## src/rtl/rxfc_pkg.sv

```systemverilog
package rxfc_pkg;
  typedef struct packed {
    logic ferr;
    logic udr;
    logic ovr;
  } rxfc_flags_t;

  localparam int FLAG_N = 3;
endpackage

```

## src/rtl/rxfc_fifo.sv

```systemverilog
module rxfc_fifo #(
  parameter int DW    = 32,
  parameter int DEPTH = 8,
  localparam int AW   = $clog2(DEPTH)
) (
  input  logic          clk,
  input  logic          rst_n,
  input  logic          flush,
  input  logic          wr,
  input  logic [DW-1:0] wdata,
  input  logic          rd,
  output logic [DW-1:0] rdata,
  output logic          full,
  output logic          empty
);
  logic [DW-1:0] mem [DEPTH];
  logic [AW-1:0] wp_q, wp_d, rp_q, rp_d;
  logic [AW:0]   cnt_q, cnt_d;
  logic          do_wr, do_rd;

  always_comb begin
    full  = (cnt_q == (AW+1)'(DEPTH));
    empty = (cnt_q == '0);
    do_wr = wr & ~full & ~flush;
    do_rd = rd & ~empty & ~flush;
    wp_d  = wp_q;
    rp_d  = rp_q;
    cnt_d = cnt_q;
    if (flush) begin
      wp_d  = '0;
      rp_d  = '0;
      cnt_d = '0;
    end else begin
      if (do_wr) wp_d = (wp_q == AW'(DEPTH-1)) ? '0 : wp_q + 1'b1;
      if (do_rd) rp_d = (rp_q == AW'(DEPTH-1)) ? '0 : rp_q + 1'b1;
      cnt_d = cnt_q + (AW+1)'(do_wr) - (AW+1)'(do_rd);
    end
    rdata = mem[rp_q];
  end

  always_ff @(posedge clk or negedge rst_n) begin
    if (!rst_n) begin
      wp_q  <= '0;
      rp_q  <= '0;
      cnt_q <= '0;
    end else begin
      wp_q  <= wp_d;
      rp_q  <= rp_d;
      cnt_q <= cnt_d;
    end
  end

  always_ff @(posedge clk) begin
    if (do_wr) mem[wp_q] <= wdata;
  end

  a_r13_not_full_and_empty: assert property (@(posedge clk) disable iff (!rst_n)
    !(full && empty));
  a_r8_flush_empties: assert property (@(posedge clk) disable iff (!rst_n)
    flush |=> empty);
endmodule

```

## src/rtl/rxfc_clkgen.sv

```systemverilog
module rxfc_clkgen (
  input  logic clk,
  input  logic rst_n,
  input  logic start,
  input  logic master,
  input  logic sck_i,
  output logic sck_o,
  output logic tick
);
  logic sck_q, sck_d, smp_q;

  always_comb begin
    sck_d = (start & master) ? ~sck_q : 1'b0;
    tick  = start & (master ? ~sck_q : (sck_i & ~smp_q));
    sck_o = sck_q;
  end

  always_ff @(posedge clk or negedge rst_n) begin
    if (!rst_n) begin
      sck_q <= 1'b0;
      smp_q <= 1'b0;
    end else begin
      sck_q <= sck_d;
      smp_q <= sck_i;
    end
  end

  a_r9_clock_parked: assert property (@(posedge clk) disable iff (!rst_n)
    !start |=> !sck_o);
endmodule

```

## src/rtl/rxfc_framer.sv

```systemverilog
module rxfc_framer #(
  parameter int DW    = 32,
  parameter int PW    = 10,
  localparam int LENW = $clog2(DW),
  localparam int CW   = LENW + 1
) (
  input  logic            clk,
  input  logic            rst_n,
  input  logic            tick,
  input  logic            start,
  input  logic            rxen,
  input  logic            master,
  input  logic            frun,
  input  logic [LENW-1:0] len_m1,
  input  logic [PW-1:0]   period,
  input  logic            fs_i,
  input  logic            sd_i,
  input  logic            fifo_full,
  output logic            fs_o,
  output logic            wr_o,
  output logic [DW-1:0]   wdata_o,
  output logic            ferr_set_o
);
  logic          busy_q, busy_d;
  logic [CW-1:0] bcnt_q, bcnt_d, taken;
  logic [DW-1:0] sh_q, sh_d, sh_n;
  logic [PW-1:0] pcnt_q, pcnt_d, scnt_q, scnt_d, last_p;
  logic          armed_q, armed_d;
  logic          gate, sync, sof, take, eof, chk_en, err_burst, err_free;

  always_comb begin
    gate   = start & rxen;
    last_p = period - 1'b1;
    if (!master)   fs_o = 1'b0;
    else if (frun) fs_o = start & (pcnt_q == '0);
    else           fs_o = gate & ~busy_q & ~fifo_full;
    sync  = master ? fs_o : fs_i;
    sof   = tick & gate & sync & ~busy_q;
    take  = tick & gate & (busy_q | sof);
    sh_n  = sof ? {{(DW-1){1'b0}}, sd_i} : {sh_q[DW-2:0], sd_i};
    taken = sof ? CW'(1) : bcnt_q + 1'b1;
    eof   = take & (taken == ({1'b0, len_m1} + 1'b1));
    wr_o    = eof;
    wdata_o = sh_n;

    busy_d = busy_q;
    bcnt_d = bcnt_q;
    sh_d   = sh_q;
    if (!gate) begin
      busy_d = 1'b0;
      bcnt_d = '0;
    end else if (take) begin
      busy_d = ~eof;
      bcnt_d = eof ? '0 : taken;
      sh_d   = sh_n;
    end

    pcnt_d = pcnt_q;
    if (!(start & master & frun)) pcnt_d = '0;
    else if (tick)                pcnt_d = (pcnt_q == last_p) ? '0 : pcnt_q + 1'b1;

    chk_en    = gate & ~master & frun;
    err_burst = tick & gate & ~master & ~frun & fs_i & busy_q;
    err_free  = 1'b0;
    scnt_d    = scnt_q;
    armed_d   = armed_q;
    if (!chk_en) begin
      scnt_d  = '0;
      armed_d = 1'b0;
    end else if (tick) begin
      if (fs_i) begin
        err_free = armed_q & (scnt_q != last_p);
        scnt_d   = '0;
        armed_d  = 1'b1;
      end else if (armed_q) begin
        if (scnt_q == last_p) begin
          err_free = 1'b1;
          armed_d  = 1'b0;
          scnt_d   = '0;
        end else begin
          scnt_d = scnt_q + 1'b1;
        end
      end
    end
    ferr_set_o = err_burst | err_free;
  end

  always_ff @(posedge clk or negedge rst_n) begin
    if (!rst_n) begin
      busy_q  <= 1'b0;
      bcnt_q  <= '0;
      sh_q    <= '0;
      pcnt_q  <= '0;
      scnt_q  <= '0;
      armed_q <= 1'b0;
    end else begin
      busy_q  <= busy_d;
      bcnt_q  <= bcnt_d;
      sh_q    <= sh_d;
      pcnt_q  <= pcnt_d;
      scnt_q  <= scnt_d;
      armed_q <= armed_d;
    end
  end

  a_r2_word_closes_frame: assert property (@(posedge clk) disable iff (!rst_n)
    wr_o |=> !busy_q);
  a_r7_burst_sync_needs_room: assert property (@(posedge clk) disable iff (!rst_n)
    (master && !frun && fs_o) |-> (gate && !fifo_full));
endmodule

```

## src/rtl/i2s_rx_frame_ctrl.sv

```systemverilog
module i2s_rx_frame_ctrl #(
  parameter int DW    = 32,
  parameter int DEPTH = 8,
  parameter int PW    = 10,
  localparam int LENW = $clog2(DW)
) (
  input  logic            clk,
  input  logic            rst_n,
  input  logic            start_i,
  input  logic            rxen_i,
  input  logic            master_i,
  input  logic            frun_i,
  input  logic [LENW-1:0] len_m1_i,
  input  logic [PW-1:0]   period_i,
  input  logic            sck_i,
  input  logic            fs_i,
  input  logic            sd_i,
  output logic            sck_o,
  output logic            fs_o,
  input  logic            rd_en_i,
  output logic [DW-1:0]   rd_data_o,
  output logic            empty_o,
  output logic            full_o,
  input  logic [2:0]      clr_i,
  output logic            ovr_o,
  output logic            udr_o,
  output logic            ferr_o
);
  import rxfc_pkg::*;

  logic          rs0_q, rs1_q, rst_sn;
  logic          tick, fwr, ffull, fempty, ferr_set, flush;
  logic [DW-1:0] fwdata;
  rxfc_flags_t   flg_q, flg_d, set_v;

  always_ff @(posedge clk or negedge rst_n) begin
    if (!rst_n) begin
      rs0_q <= 1'b0;
      rs1_q <= 1'b0;
    end else begin
      rs0_q <= 1'b1;
      rs1_q <= rs0_q;
    end
  end
  assign rst_sn = rs1_q;

  rxfc_clkgen u_clk (
    .clk    (clk),
    .rst_n  (rst_sn),
    .start  (start_i),
    .master (master_i),
    .sck_i  (sck_i),
    .sck_o  (sck_o),
    .tick   (tick)
  );

  rxfc_framer #(.DW(DW), .PW(PW)) u_frm (
    .clk        (clk),
    .rst_n      (rst_sn),
    .tick       (tick),
    .start      (start_i),
    .rxen       (rxen_i),
    .master     (master_i),
    .frun       (frun_i),
    .len_m1     (len_m1_i),
    .period     (period_i),
    .fs_i       (fs_i),
    .sd_i       (sd_i),
    .fifo_full  (ffull),
    .fs_o       (fs_o),
    .wr_o       (fwr),
    .wdata_o    (fwdata),
    .ferr_set_o (ferr_set)
  );

  assign flush = ~(start_i & rxen_i);

  rxfc_fifo #(.DW(DW), .DEPTH(DEPTH)) u_fifo (
    .clk   (clk),
    .rst_n (rst_sn),
    .flush (flush),
    .wr    (fwr),
    .wdata (fwdata),
    .rd    (rd_en_i),
    .rdata (rd_data_o),
    .full  (ffull),
    .empty (fempty)
  );

  always_comb begin
    set_v.ovr  = fwr & ffull & ~flush;
    set_v.udr  = rd_en_i & fempty;
    set_v.ferr = ferr_set;
    flg_d      = (flg_q & ~rxfc_flags_t'(clr_i)) | set_v;
  end

  always_ff @(posedge clk or negedge rst_sn) begin
    if (!rst_sn) flg_q <= '0;
    else         flg_q <= flg_d;
  end

  assign ovr_o   = flg_q.ovr;
  assign udr_o   = flg_q.udr;
  assign ferr_o  = flg_q.ferr;
  assign empty_o = fempty;
  assign full_o  = ffull;

  a_r10_overrun_flags: assert property (@(posedge clk) disable iff (!rst_sn)
    (fwr && ffull && !flush) |=> ovr_o);
  a_r11_underrun_flags: assert property (@(posedge clk) disable iff (!rst_sn)
    (rd_en_i && fempty) |=> udr_o);
  a_r12_clear_works: assert property (@(posedge clk) disable iff (!rst_sn)
    (clr_i[2] && !ferr_set) |=> !ferr_o);
endmodule

```

## config.mk

```make
export PLATFORM = sky130hd
export DESIGN_NAME = i2s_rx_frame_ctrl
export DESIGN_NICKNAME = d
export VERILOG_FILES = /design/src/rtl/rxfc_pkg.sv /design/src/rtl/rxfc_fifo.sv /design/src/rtl/rxfc_clkgen.sv /design/src/rtl/rxfc_framer.sv /design/src/rtl/i2s_rx_frame_ctrl.sv
export SDC_FILE = /design/constraint.sdc
export NUM_CORES = 1
export LEC_CHECK = 0
export BUFFER_PORTS_ARGS = -buffer_cell sky130_fd_sc_hd__buf_4
export CAP_MARGIN = 20
export CORE_MARGIN = 3
export CORE_UTILIZATION = 46
export DETAILED_ROUTE_END_ITERATION = 10
export SLEW_MARGIN = 30
export SYNTH_ARGS = -nofsm -noshare
export SYNTH_HDL_FRONTEND = slang
export SYNTH_SLANG_ARGS = --single-unit
```

## constraint.sdc

```tcl
create_clock -name clk -period 2.1 [get_ports clk]
set_input_delay 0.105 -clock clk [delete_from_list [all_inputs] [get_ports clk]]
set_output_delay 0.105 -clock clk [all_outputs]
set_load 0.03 [all_outputs]
```

==> metrics.cfg <==
[grt]
via_count_of_the_first_global_routing_pass = 8865
globalRoute.totalOverflow = 0
number_of_antenna_violations_at_the_first_check_in_global_routing = 0
maximum_number_of_pins_on_one_net_before_global_route_repair = 39
grt.total_usage_pct = 19.5
grt_pass1_wl_mm = 50.2

[worst_setup_path]
worst_path_largest_cell_delay_ps = 470
critPathMaxFanout = 8
worstSetupPathType = reg -> reg
slack_of_the_worst_reg_to_reg_path_ps = -1390
worstRegToRegCells = 13
crit_required_ps = 2320
cp_endpoint_kind = register
rr_endpoint = u_fifo.mem[7][3]$_DFFE_PP_
crit_path_slowest_cell = a2111o_1
rr_startpoint = u_frm.pcnt_q[0]$_DFFE_PN0P_
crit_path_frequent_cell = or3_4
number_of_buffer_and_inverter_stages_on_the_critical_path = 4
cp_top_family = simple AND/OR/NAND/NOR gates
cp_data_arrival_time_ps = 3710
crit_path_cell_trace = inv_2 > ha_4 > nor4b_4 > a31oi_2 > a2111o_1 > o21a_1 > o22a_1 > or3_4 > or3_4 > buf_6 > nor3_4 > buf_12 > clkbuf_16
critical_path.startpoint_type = register

[clock_tree]
clk_root_buffer_cell = clkbuf_16
cts_htree_levels = 2
tritoncts_clock_tree = yes
cts_made_buffers = 34
clkSlewWorstSetupHoldPaths_ps = 60
clock_insertion_delay_worst_skew_ps = 510
cts.path.max_buffers = 3
cts.sinks = 332

[final_layout]
synthToLayoutAreaGrowth_pct = 34.7
diodes = 0
post_route_cells_drive_above_1_share_pct = 44.0
fillCellCount = 2119
final_cells = 1521
finish.net_count = 1150
finalInstanceArea_sq_um = 19000

[placed_design]
io_buffers = 66
placed_cells = 1394
dp.final_hpwl_mm = 20.5
routability_congestion_estimate = 0.835
post-place-ws_ps = -1440
post_dp_cell_area_sq_um = 16700

[floorplan]
core_area_sq_um = 30000
placement_rows = 63
ios = 67
start_util_pct = 47.2
die_width_um = 181
die_outline_area_sq_um = 32900
die_y_um = 181

[status]
violations = setup timing
run_status = finished, violations left

[power_and_ir_drop]
power.static_leakage_nw = 7.22
power.ir.vdd_worst_v = 0.000511
pwr_density_cell_nw_per_um2 = 712

[routing]
wl_per_cell_um = 22.1
routed_wl_mm = 33.6
drt_first_pass_iters = 5
num_vias = 8375
detail-route-antenna-nets = 0
viasPerCell = 5.51
drt-initial-drc-count = 615
drcViolationCount = 0

[logic_synthesis]
netlist_area_sq_um = 14100
proportion_of_netlist_area_held_by_the_largest_area_contributor_pct = 54.4
ys.flop_type = edfxtp_1
ys_async_sr_fraction_pct = 22.9
syn-mean-instance-area_sq_um = 17.0
yosysUniqueCellTypes = 63
seq_area_frac_synth_pct = 67.8
count_of_yosys_warnings_during_synthesis = 0
number_of_enable_type_register_cells_in_the_synthesized_netlist = 256
yosys-top-cells-area = edfxtp_1 54%, dfrtp_1 13%, mux4_2 10%, mux2_2 5.1%, xnor2_1 1.8%
synth-seq-cells = 332
postSynthNetCount = 877
netlist_instances = 832
yosys.area.top_type = edfxtp_1

[timing]
layout_min_cycle_time_ps = 3490
fin_ws_ps = -1390
finalHoldViolCount = 0
post-route-period-util_pct = 166
worst_clock_skew_ps = 19.3
setup_violations = 601
unrepaired_setup_endpoints_after_global_routing = yes
timing.final.max_slew_violations = 0
fmax_mhz = 286

[hold_path]
hold_path_class = in -> reg
holdPathEnd = u_clk.sck_o$_DFF_PN0_
start_point_of_the_worst_min_delay_path = start_i
hold_path_depth = 4

[run]
cap_viol_max_count = 0

[per-stage QoR]
stage | TNS, ps | util [%] | hold WS (ps) | power (mW)
3_5_place_dp | -447660 | 55.9 | -112 | 7.96
4_1_cts | -471190 | 61.6 | 3.52 | 13.6
2_1_floorplan | -494290 | - | -191 | 7.57
6_report | -440970 | 63.6 | 18.6 | 13.6
5_1_grt | -512100 | 63.6 | 13.1 | 14.0
3_3_place_gp | -416130 | 55.9 | -113 | 7.94
[final cells by class]
type	count	area, sq um	area share, %
multi-input cells	445	4650	24.4
well taps	390	488	2.56
repair buffers	268	3160	16.6
clock inverters	16	118	0.618
inverters	24	93.8	0.493
flip-flops and latches	332	9600	50.4
clock buffers	46	937	4.92
[tightest hold or removal path, stage by stage]
cell	delay [ps]
buf_4	100
buf_4	100
nand2_1	80
nor2_1	90
[layer usage]
metal  vias to the layer above  GRT usage, %  part of all wire [%]
li1                       3788             -                     -
met1                      4341          26.6                    42
met2                       214          33.2                    52
met3                        32          3.22                   5.0
met4                         0          4.36                   1.3
met5                         -             0                     0
[cells in the final DEF (no fill, tap or decap), types with 7 or more instances in the layout]
cell type / n
a21o_1: 7
a22o_1: 7
and2_1: 26
and2_4: 9
and3_1: 9
buf_12: 51
buf_16: 7
buf_4: 158
buf_6: 24
clkbuf_1: 9
clkbuf_16: 47
clkinv_1: 8
dfrtp_1: 73
dlygate4sd3_1: 10
edfxtp_1: 256
ha_1: 14
inv_1: 19
mux2_2: 63
mux4_2: 64
nand2_1: 35
nand3_1: 14
nor2_1: 22
nor3_1: 7
o21ai_0: 12
o21ai_1: 9
xnor2_1: 28
xor2_1: 11
[state kept, by name (all words and copies together) (netlist names)]
register,cells
u_fifo.mem,256
u_frm.sh_q,31
u_frm.pcnt_q,10
u_frm.scnt_q,10
u_frm.bcnt_q,6
u_fifo.cnt_q,4
u_fifo.rp_q,3
u_fifo.wp_q,3
ferr_o,1
ovr_o,1
rs0_q,1
rs1_q,1
u_clk.sck_o,1
u_clk.smp_q,1
u_frm.armed_q,1
u_frm.busy_q,1
udr_o,1
[cell usage after synthesis, types with 3 or more instances]
cell / n
mux2i_1: 4
a31oi_1: 3
o31ai_1: 5
and3_1: 11
clkbuf_1: 20
nor3b_1: 4
nand2_1: 36
buf_1: 8
nor2b_1: 6
nand3_1: 14
nor3_1: 14
nor2_1: 25
a21oi_1: 7
inv_1: 24
mux4_2: 64
dfrtp_1: 76
xor2_1: 11
or2_2: 6
nand2b_1: 6
edfxtp_1: 256
a22o_1: 7
nor4_1: 8
and2_1: 35
xnor2_1: 29
o21ai_0: 21
ha_1: 16
mux2_2: 64
a21o_1: 7
[worst max path at each step]
stage | to | startpoint | cells after the start | slack [ps]
floorplan | u_fifo.mem[4][0]$_DFFE_PP_ | u_frm.pcnt_q[0]$_DFFE_PN0P_ | 12 | -2000
global placement | u_fifo.mem[1][26]$_DFFE_PP_ | u_frm.pcnt_q[1]$_DFFE_PN0P_ | 12 | -1410
detailed placement | u_fifo.cnt_q[1]$_DFF_PN0_ | u_frm.pcnt_q[1]$_DFFE_PN0P_ | 13 | -1440
CTS | u_fifo.cnt_q[1]$_DFF_PN0_ | u_frm.pcnt_q[0]$_DFFE_PN0P_ | 13 | -1430
global route | u_fifo.mem[1][19]$_DFFE_PP_ | u_frm.pcnt_q[0]$_DFFE_PN0P_ | 13 | -1530
finish | u_fifo.mem[7][3]$_DFFE_PP_ | u_frm.pcnt_q[0]$_DFFE_PN0P_ | 13 | -1390
[report_power, final]
group	leakage, nW	internal [mW]	total, mW	switching, mW
registers	3.44	7.14	7.16	0.0275
clock network	0.516	3.27	5.68	2.41
logic	3.27	0.381	0.713	0.332
total	7.22	10.8	13.6	2.77
[kinds of logic (layout without fill, tap and decap cells)]
logic type | count (synthesis) | count (layout) | share of synthesized area [%]
compound gates | 73 | 73 | 3.58
xor+xnor | 42 | 42 | 2.80
simple gates | 179 | 180 | 7.04
mux | 132 | 132 | 15.6
flops | 332 | 332 | 67.8
buf+inv | 56 | 354 | 1.61
other cells | 1 | 1 | 0.0265
fa+ha+maj | 17 | 17 | 1.56
[repair_timing]
item,CTS,global route
hold endpoints to repair,17,0
pin swaps,1,14
hold buffers,10,0
setup endpoints to repair,605,606
gates resized for setup,40,68
cloned,13,17
buffers inserted,17,15
Note: power is estimated with default switching activity, not from simulation.
